[src/rtl/ps2_host_pkg.sv]
package ps2_host_pkg;
  localparam int FRAME_LEN = 11;
  localparam logic REG_DATA = 1'b0;
  localparam logic REG_STAT = 1'b1;

  typedef enum logic [1:0] {TX_IDLE, TX_INHIBIT, TX_SHIFT} tx_state_e;

  // parity bit giving an odd count of ones over data plus parity
  function automatic logic odd_par(input logic [7:0] d);
    return ~(^d);
  endfunction
endpackage

[src/rtl/ps2_line_sync.sv]
module ps2_line_sync #(
  parameter int STAGES = 2
) (
  input  logic       clk,
  input  logic       rst_n,
  input  logic [1:0] line_in,   // [0] clock, [1] data
  output logic       dat_s,
  output logic       clk_fall
);
  logic [1:0] line_s;
  logic       clk_prev;

  genvar g;
  for (g = 0; g < 2; g++) begin : g_line
    logic [STAGES-1:0] sh;
    always_ff @(posedge clk or negedge rst_n) begin
      if (!rst_n) sh <= '1;
      else        sh <= {sh[STAGES-2:0], line_in[g]};
    end
    assign line_s[g] = sh[STAGES-1];
  end

  always_ff @(posedge clk or negedge rst_n) begin
    if (!rst_n) clk_prev <= 1'b1;
    else        clk_prev <= line_s[0];
  end

  assign clk_fall = clk_prev & ~line_s[0];
  assign dat_s    = line_s[1];
endmodule

[src/rtl/ps2_rx.sv]
module ps2_rx
  import ps2_host_pkg::*;
(
  input  logic       clk,
  input  logic       rst_n,
  input  logic       en,
  input  logic       fall,
  input  logic       dat,
  output logic       byte_vld,
  output logic [7:0] byte_out,
  output logic       par_err
);
  logic [3:0] bit_cnt;
  logic [9:0] sr;   // [0] start, [8:1] data, [9] parity once full

  always_ff @(posedge clk or negedge rst_n) begin
    if (!rst_n) begin
      bit_cnt  <= '0;
      sr       <= '0;
      byte_vld <= 1'b0;
      byte_out <= '0;
      par_err  <= 1'b0;
    end else begin
      byte_vld <= 1'b0;
      par_err  <= 1'b0;
      if (!en) begin
        bit_cnt <= '0;
      end else if (fall) begin
        if (bit_cnt == 4'(FRAME_LEN - 1)) begin
          bit_cnt <= '0;
          if (!sr[0] && dat) begin
            if (^sr[9:1]) begin
              byte_vld <= 1'b1;
              byte_out <= sr[8:1];
            end else begin
              par_err <= 1'b1;
            end
          end
        end else begin
          sr      <= {dat, sr[9:1]};
          bit_cnt <= bit_cnt + 4'd1;
        end
      end
    end
  end
endmodule

[src/rtl/ps2_fifo.sv]
module ps2_fifo #(
  parameter int W     = 8,
  parameter int DEPTH = 8
) (
  input  logic                       clk,
  input  logic                       rst_n,
  input  logic                       push,
  input  logic [W-1:0]               din,
  input  logic                       pop,
  output logic [W-1:0]               head,
  output logic                       empty,
  output logic [$clog2(DEPTH+1)-1:0] count
);
  localparam int AW = (DEPTH > 1) ? $clog2(DEPTH) : 1;
  localparam int CW = $clog2(DEPTH + 1);

  logic [W-1:0]  mem [DEPTH];
  logic [AW-1:0] wr_ptr, rd_ptr;
  logic          do_push, do_pop;

  function automatic logic [AW-1:0] nxt(input logic [AW-1:0] p);
    return (p == AW'(DEPTH - 1)) ? '0 : p + 1'b1;
  endfunction

  assign empty   = (count == '0);
  assign do_pop  = pop && !empty;
  assign do_push = push && (count != CW'(DEPTH));
  assign head    = mem[rd_ptr];

  always_ff @(posedge clk) begin
    if (do_push) mem[wr_ptr] <= din;
  end

  always_ff @(posedge clk or negedge rst_n) begin
    if (!rst_n) begin
      wr_ptr <= '0;
      rd_ptr <= '0;
      count  <= '0;
    end else begin
      if (do_push) wr_ptr <= nxt(wr_ptr);
      if (do_pop)  rd_ptr <= nxt(rd_ptr);
      unique case ({do_push, do_pop})
        2'b10:   count <= count + 1'b1;
        2'b01:   count <= count - 1'b1;
        default: count <= count;
      endcase
    end
  end
endmodule

[src/rtl/ps2_tx.sv]
module ps2_tx
  import ps2_host_pkg::*;
#(
  parameter int INHIBIT_CYC = 64
) (
  input  logic       clk,
  input  logic       rst_n,
  input  logic       start,
  input  logic [7:0] tx_byte,
  input  logic       fall,
  output logic       busy,
  output logic       clk_oe,
  output logic       dat_oe
);
  localparam int CW = $clog2(INHIBIT_CYC + 1);

  tx_state_e     state;
  logic [CW-1:0] cnt;
  logic [3:0]    nfall;
  logic [10:0]   sr;   // bit on the wire is sr[0]

  always_ff @(posedge clk or negedge rst_n) begin
    if (!rst_n) begin
      state <= TX_IDLE;
      cnt   <= '0;
      nfall <= '0;
      sr    <= '1;
    end else begin
      unique case (state)
        TX_IDLE: if (start) begin
          state <= TX_INHIBIT;
          cnt   <= '0;
          sr    <= {1'b1, odd_par(tx_byte), tx_byte, 1'b0};
        end
        TX_INHIBIT: begin
          if (cnt == CW'(INHIBIT_CYC - 1)) begin
            state <= TX_SHIFT;
            nfall <= '0;
          end else begin
            cnt <= cnt + 1'b1;
          end
        end
        TX_SHIFT: if (fall) begin
          if (nfall == 4'(FRAME_LEN - 1)) begin
            state <= TX_IDLE;   // acknowledge clock seen
          end else begin
            sr    <= {1'b1, sr[10:1]};
            nfall <= nfall + 4'd1;
          end
        end
        default: state <= TX_IDLE;
      endcase
    end
  end

  assign busy   = (state != TX_IDLE);
  assign clk_oe = (state == TX_INHIBIT);
  assign dat_oe = (state == TX_SHIFT) && !sr[0];
endmodule

[src/rtl/ps2_host_port.sv]
module ps2_host_port
  import ps2_host_pkg::*;
#(
  parameter int DEPTH       = 8,
  parameter int INHIBIT_CYC = 64,
  parameter int SYNC_STAGES = 2
) (
  input  logic       clk,
  input  logic       rst_n,
  input  logic       bus_sel,
  input  logic       bus_wr,
  input  logic       bus_rd,
  input  logic [7:0] bus_wdata,
  output logic [7:0] bus_rdata,
  input  logic       ps2_clk_i,
  output logic       ps2_clk_oe,
  input  logic       ps2_dat_i,
  output logic       ps2_dat_oe
);
  localparam int CNT_W = $clog2(DEPTH + 1);

  logic             dat_s, clk_fall;
  logic             rx_vld, rx_perr;
  logic [7:0]       rx_byte, fifo_head;
  logic             fifo_empty;
  logic [CNT_W-1:0] fifo_cnt;
  logic             tx_busy;
  logic             perr_q;

  ps2_line_sync #(.STAGES(SYNC_STAGES)) u_sync (
    .clk(clk), .rst_n(rst_n), .line_in({ps2_dat_i, ps2_clk_i}),
    .dat_s(dat_s), .clk_fall(clk_fall)
  );

  ps2_rx u_rx (
    .clk(clk), .rst_n(rst_n), .en(!tx_busy), .fall(clk_fall), .dat(dat_s),
    .byte_vld(rx_vld), .byte_out(rx_byte), .par_err(rx_perr)
  );

  ps2_fifo #(.W(8), .DEPTH(DEPTH)) u_fifo (
    .clk(clk), .rst_n(rst_n), .push(rx_vld), .din(rx_byte),
    .pop(bus_wr && bus_sel == REG_STAT),
    .head(fifo_head), .empty(fifo_empty), .count(fifo_cnt)
  );

  ps2_tx #(.INHIBIT_CYC(INHIBIT_CYC)) u_tx (
    .clk(clk), .rst_n(rst_n), .start(bus_wr && bus_sel == REG_DATA),
    .tx_byte(bus_wdata), .fall(clk_fall),
    .busy(tx_busy), .clk_oe(ps2_clk_oe), .dat_oe(ps2_dat_oe)
  );

  // new error wins over a clearing read in the same cycle
  always_ff @(posedge clk or negedge rst_n) begin
    if (!rst_n)                             perr_q <= 1'b0;
    else if (rx_perr)                       perr_q <= 1'b1;
    else if (bus_rd && bus_sel == REG_STAT) perr_q <= 1'b0;
  end

  always_comb begin
    if (bus_sel == REG_STAT) bus_rdata = {5'b0, tx_busy, perr_q, !fifo_empty};
    else                     bus_rdata = fifo_empty ? 8'h00 : fifo_head;
  end
endmodule

[config.mk]
export PLATFORM = sky130hd
export DESIGN_NAME = ps2_host_port
export DESIGN_NICKNAME = d
export VERILOG_FILES = /design/src/rtl/ps2_host_pkg.sv /design/src/rtl/ps2_line_sync.sv /design/src/rtl/ps2_rx.sv /design/src/rtl/ps2_fifo.sv /design/src/rtl/ps2_tx.sv /design/src/rtl/ps2_host_port.sv
export SDC_FILE = /design/constraint.sdc
export NUM_CORES = 1
export LEC_CHECK = 0
export ABC_CLOCK_PERIOD_IN_PS = 3300
export BUFFER_PORTS_ARGS = -buffer_cell sky130_fd_sc_hd__buf_2
export CAP_MARGIN = 20
export CORE_MARGIN = 1.5
export CORE_UTILIZATION = 60
export CTS_BUF_LIST = sky130_fd_sc_hd__clkbuf_2 sky130_fd_sc_hd__clkbuf_4 sky130_fd_sc_hd__clkbuf_8
export DETAILED_ROUTE_END_ITERATION = 7
export GPL_TIMING_DRIVEN = 1
export PLACE_DENSITY = 0.78
export SYNTH_ARGS = -nofsm -noshare
export SYNTH_HDL_FRONTEND = slang
export SYNTH_SLANG_ARGS = --single-unit
[constraint.sdc]
create_clock -name clk -period 3.3 [get_ports clk]
set_input_delay 0.66 -clock clk [delete_from_list [all_inputs] [get_ports clk]]
set_output_delay 0.66 -clock clk [all_outputs]
set_load 0.005 [all_outputs]
Yosys cells after proc, flatten, opt, wreduce, memory -nomap -nowiden
Memories as Yosys holds them, arrays and structs flattened.
Cells that the tools add are included.
{"block": "word_totals", "ff_bits": 64, "output_inout_bits": 10, "in_bits": 15, "mem_count": 1, "latchBits": 0, "romBits": 0, "ram_bits": 64}
{"block": "op_classes", "bitwise": 6, "n_addsub": 7, "shifts": 0, "magnitude_cmp": 0, "n_mux": 38, "mul": 0, "div_mod_pow": 0, "eq_ne": 16, "n_reduce_logical": 27}
{"memory": "u_fifo.mem", "depth": 8, "word_bits": 8, "rd": 1, "rd_ports_with_merged_regs": 0, "write_ports": 1, "line": "ps2_fifo.sv:17", "text": "logic [W-1:0] mem [DEPTH];"}
{"op": "2-to-1 mux 11 bit", "n": 3}
{"op": "2-to-1 mux 4 bit", "n": 6}
{"op": "case mux 11 bit (2 select lines)", "n": 1}
{"op": "2-to-1 mux 8 bit", "n": 2}
{"op": "case mux 4 bit (2 select lines)", "n": 2}
{"op": "2-to-1 mux 1 bit", "n": 14}
{"op": "2-to-1 mux 7 bit", "n": 2}
{"op": "case mux 7 bit (2 select lines)", "n": 1}
{"op": "nonzero test 2 bit", "n": 7}
{"op": "adder 4 x 1 -> 4 bit, second input constant", "n": 3}
{"op": "AND reduction 4 bit", "n": 3}
{"op": "XOR reduction 9 bit", "n": 1}
{"op": "== test 4 bit, second input constant", "n": 2}
{"op": "2-to-1 mux 2 bit", "n": 4}
{"op": "XOR reduction 8 bit", "n": 1}
{"op": "adder 7 x 1 -> 7 bit, second input constant", "n": 1}
{"op": "== test 7 x 6 -> 1 bit, second input constant", "n": 1}
{"op": "logical AND 1 bit", "n": 7}
{"op": "adder 3 x 1 -> 3 bit, second input constant", "n": 2}
{"op": "== test 3 bit, second input constant", "n": 2}
{"op": "2-to-1 mux 3 bit", "n": 2}
{"op": "inequality test 2 x 1 -> 1 bit, second input constant", "n": 3}
{"op": "inequality test 2 bit, second input constant", "n": 3}
{"op": "case mux 2 bit (3 select lines)", "n": 1}
{"op": "11 further kinds", "n": 20}

Depth between registers and ports, before layout
{"block": "logic_depth", "word_depth": 6, "depth_mapped": 10, "depth_no_buf": 9}

Hierarchy
A second synthesis with hierarchy kept.
{"block": "hier_totals", "hier_cells": 398, "area_unflattened_um2": 5741.8}
{"mod": "ps2_fifo", "instances": 1, "area_per_inst_um2": 3129.3, "cells_per_inst": 160}
{"mod": "ps2_tx", "instances": 1, "area_per_inst_um2": 1253.7, "cells_per_inst": 137}
{"mod": "ps2_rx", "instances": 1, "area_per_inst_um2": 1098.6, "cells_per_inst": 79}
{"mod": "ps2_line_sync", "instances": 1, "area_per_inst_um2": 145.1, "cells_per_inst": 6}
{"mod": "ps2_host_port", "instances": 1, "area_per_inst_um2": 115.1, "cells_per_inst": 16}

Least setup slack after synthesis
Ideal clock, no wire load.
{"block": "synth_path", "path_kind": "register -> register", "from": "reg u_fifo.count[1]", "to": "reg u_fifo.count[2]", "period_less_slack_ns": 2.351, "setup_time_ns": 0.126, "slack_ns": 0.949, "required_ns": 3.174, "arrival_ns": 2.225, "path_stages_with_launch": 11, "path_cell_list": "dfrtp_1 -> clkbuf_1 -> o41ai_1 -> clkbuf_1 -> ha_1 -> xor2_1 -> ha_1 -> a21oi_1 -> xor2_1 -> nor2_1 -> xor2_1"}
{"block": "synth_via", "elab_chain_len": 5, "word_cells_on_any_way": 11, "cone_classes": "2 x add/sub; 3 x eq/ne; 1 x mux; 5 x reduce/logical"}
{"element": "from (decl)", "line": "ps2_fifo.sv:12", "text": "output logic [$clog2(DEPTH+1)-1:0] count"}
{"element": "from (signal assigned)", "line": "ps2_fifo.sv:43", "text": "2'b10: count <= count + 1'b1;"}
{"element": "from (signal assigned)", "line": "ps2_fifo.sv:44", "text": "2'b01: count <= count - 1'b1;"}
{"element": "from (signal assigned)", "line": "ps2_fifo.sv:45", "text": "default: count <= count;"}
{"element": "zero test 4 bit", "line": "ps2_fifo.sv:25", "text": "assign empty = (count == '0);"}
{"element": "zero test 1 bit", "line": "ps2_fifo.sv:26", "text": "assign do_pop = pop && !empty;"}
{"element": "logical AND 1 bit", "line": "ps2_fifo.sv:26"}
{"element": "== test 2 x 1 -> 1 bit / == test 2 bit (equally long branches)", "line": "ps2_fifo.sv:42", "text": "unique case ({do_push, do_pop})"}
{"element": "case mux 4 bit (2 select lines) / nonzero test 2 bit (equally long branches)"}
Parallel ways exist; a longest one is shown, timed or not.
A chain may end at the register's enable or synchronous reset.

Worst setup path in the final report
{"block": "layout_path", "from": "reg u_fifo.rd_ptr[2]", "to": "out bus_rdata[0]"}
{"block": "layout_via", "elab_chain_len": 3}
{"element": "from (decl)", "line": "ps2_fifo.sv:18", "text": "logic [AW-1:0] wr_ptr, rd_ptr;"}
{"element": "from (signal assigned)", "line": "ps2_fifo.sv:41", "text": "if (do_pop) rd_ptr <= nxt(rd_ptr);"}
{"element": "memory (8 x 8 bit)"}
{"element": "2-to-1 mux 8 bit", "line": "ps2_host_port.sv:61", "text": "else bus_rdata = fifo_empty ? 8'h00 : fifo_head;"}
{"element": "2-to-1 mux 8 bit", "line": "ps2_host_port.sv:60", "text": "if (bus_sel == REG_STAT) bus_rdata = {5'b0, tx_busy, perr_q, !fifo_empty};"}
{"element": "to (decl)", "line": "ps2_host_port.sv:14", "text": "output logic [7:0] bus_rdata,"}
Every way passes these cells.

==> results.yml <==
critical_path:
  cp_max_fo: 16
  cp_data_arrival_time_ns: 2.14
  required_ns: 2.64
  critical_path_class: "register to output pin"
  r2r_slack_ns: 0.85
  r2r_cells: 9
  crit_end: "bus_rdata[0]"
  start_kind: "register"
  startpoint: "u_fifo.rd_ptr[2]"
  timing.rr.end: "u_fifo.count[2]"
  r2r_start: "u_fifo.count[1]"
  crit_path_end_kind: "output pin"
logic_synthesis:
  yosys_register_bits: 127
  yosys.area.top_type: "edfxtp_1"
  synthTopCellsByArea: "edfxtp_1 35%, dfrtp_1 22%, dfstp_2 7.1%"
  synth_edf_count: 64
  synth_compound_area_frac: 0.0532
  synth_adder_area_share: 0.0270
  synth.distinct_cells: 52
  syn_nets: 413
  yosysSeqAreaShare: 0.633
  avgSynthCellArea_um2: 14.4
  ys.flop_type: "edfxtp_1"
  yosys_warnings: 0
  synthXorXnorAreaFrac: 0.0372
  async_flop_share: 0.496
  synth_top_family_by_area: "multiplexers"
  syn_inst: 386
  muxShareOfSynthArea: 0.140
  syn_area_um2: 5560
  synthSimpleGateAreaFrac: 0.0941
  yosysTopAreaCellShare: 0.346
power:
  powerDensity_nw_per_um2: 729
  ir_drop_mv: 0.398
  p_leak_uw: 0.00256
global_routing:
  grt_overflow: 0
  grt_antenna_before_repair: 0
  grt_pass1_wl_um: 16400
  grt_pass1_vias: 3252
  grt_max_degree: 38
  grt_usage: 0.221
final_layout:
  final_common_cell: "edfxtp_1"
  drive_gt1_frac: 0.294
  finalNetCount: 456
  final_cell_mix: "64 x edfxtp_1, 48 x dfrtp_1, 27 x mux2i_1, 24 x buf_2"
  fillers: 625
  diodes: 0
  area_growth_pct: 14.0
  final_cell_area_um2: 6330
floorplan:
  core.rowCount: 34
  coreArea_um2: 8850
  start_util: 0.628
  ios: 25
  die_x_um: 99.2
  die-area_um2: 9850
  die_y_um: 99.2
sta:
  clock.fmax_mhz: 357
  setup_viol: 0
  tightest_slew_ns: 0.869
  clock_skew_ns: 0.0127
  grt_setup_unrepaired: "no"
  final_max_slew_viol_count: 0
  tns_ns: 0
  whs_ns: 0.324
  hold_viol_final: 0
  fin_crit_sh: 0.850
  fin_crit_ns: 2.80
  slew_headroom: 0.418
detailed_routing:
  dr_total_vias: 3225
  drt_wl_total_um: 9960
  first_pass_iters: 4
  detail_route.iter0.violations: 198
  vias_per_cell: 5.86
  ant_nets: 0
  drc: 0
  wl_per_cell_um: 18.1
worst_hold_path:
  hold_path_class: "primary input to asynchronous set/reset pin"
run_status:
  status: "finished, final reports clean"
clocking:
  cts.sinks: 127
  ctsHoldBuffers: 0
  htreeDepth: 4
  clock_path_buffers: 2
  cts_buffers: 17
  postCtsSetupBuffers: 0
  clkLatencyLatePin_ns: 0.42
  cts_tree: "yes"
  clk_pin_slew_ns: 0.08
  cts_resized: 0
  cts_root_buffer: "clkbuf_8"
place:
  hpwlAfterDp_um: 6620
  port_buffers: 24
  place_congestion: 0.820
  dpl_cell_area_um2: 5860
flow_run:
  cap_violations: 0
worst max-delay path, cell delays in order (launching register included):
cell and delay [ns]:
dfrtp_1 0.88, mux2i_1 0.20, a22oi_1 0.23, nand2_1 0.08, a21oi_1 0.18, buf_2 0.14
per-stage QoR:
stage	std cells	worst slack [ns]	utilization	total power, µW
global placement	517	0.918	0.662	3060
global route	550	0.350	0.716	4860
detailed placement	517	0.864	0.662	3100
floorplan	386	0.949	-	2840
CTS	549	0.468	0.715	4660
finish	550	0.496	0.716	4620
metal layers:
layer,vias to the layer above,global-route usage,share of wire,wire length (µm)
li1,1532,-,-,-
met1,1614,0.295,0.45,4450
met2,64,0.365,0.50,5000
met3,15,0.0548,0.038,381
met4,0,0.0661,0.013,125
met5,-,0,0,0
how the worst min path moves through the flow:
stage | cells past startpoint | from | endpoint
2_1_floorplan | 0 | u_sync.g_line[0].sh[0] | u_sync.g_line[0].sh[1]
3_3_place_gp | 0 | u_sync.g_line[0].sh[0] | u_sync.g_line[0].sh[1]
3_5_place_dp | 0 | u_sync.g_line[0].sh[0] | u_sync.g_line[0].sh[1]
4_1_cts | 1 | ps2_clk_i | u_sync.g_line[0].sh[0]
5_1_grt | 1 | ps2_dat_i | u_sync.g_line[1].sh[0]
6_report | 1 | rst_n | u_fifo.count[2]
report_power, final:
part           total, µW  internal [µW]  switching (µW)
combinational        948            515             433
clock               1550            912             641
sequential          2120           1870             252
total               4620           3290            1330
cells by family after synthesis:
| family | count (synthesis) |
|---|---|
| AOI/OAI and AO/OA | 48 |
| buffers and inverters | 21 |
| xor gates and xnor gates | 20 |
| and+or+nand+nor | 97 |
| adders and majority gates | 12 |
| DFF | 127 |
| muxes | 61 |
state kept, by name (all words and copies together) (netlist names), 2 cells and up:
signal / flops
u_fifo.mem: 64
u_fifo.rd_ptr: 3
u_tx.sr: 10
u_rx.sr: 10
u_fifo.wr_ptr: 3
u_sync.g_line.sh: 4
u_tx.state: 2
u_rx.byte_out: 8
u_rx.bit_cnt: 4
u_tx.cnt: 7
u_tx.nfall: 4
u_fifo.count: 4
Yosys cell counts (2+ instances only):
cell and n:
or3_1 3, nor2b_1 6, mux2i_1 27, mux2_2 23, xnor2_1 11, buf_1 2
nor4bb_1 2, clkbuf_1 7, nor2_1 20, o21ai_0 20, buf_2 5, ha_1 12
nand3b_1 3, dfstp_2 15, nand2_1 23, nand4_1 2, or2_2 3, nand3_1 10
a22oi_1 6, dfrtp_1 48, mux4_2 10, nand2b_1 5, inv_1 6, a21oi_1 9
xor2_1 7, nor4_1 2, edfxtp_1 64, a21o_1 2, nor3_1 8, a31oi_1 2
nor4b_2 2
layout make-up:
cell class              count  area [µm²]  share of cell area
inverters                   6        22.5             0.00356
clock inverters            15         231              0.0366
repair buffers             39         233              0.0368
clock buffers              17         234              0.0369
well taps                 108         135              0.0213
flip-flops and latches    127        3520               0.555
multi-input cells         238        1960               0.309
Power figures use the tool's default switching activity.
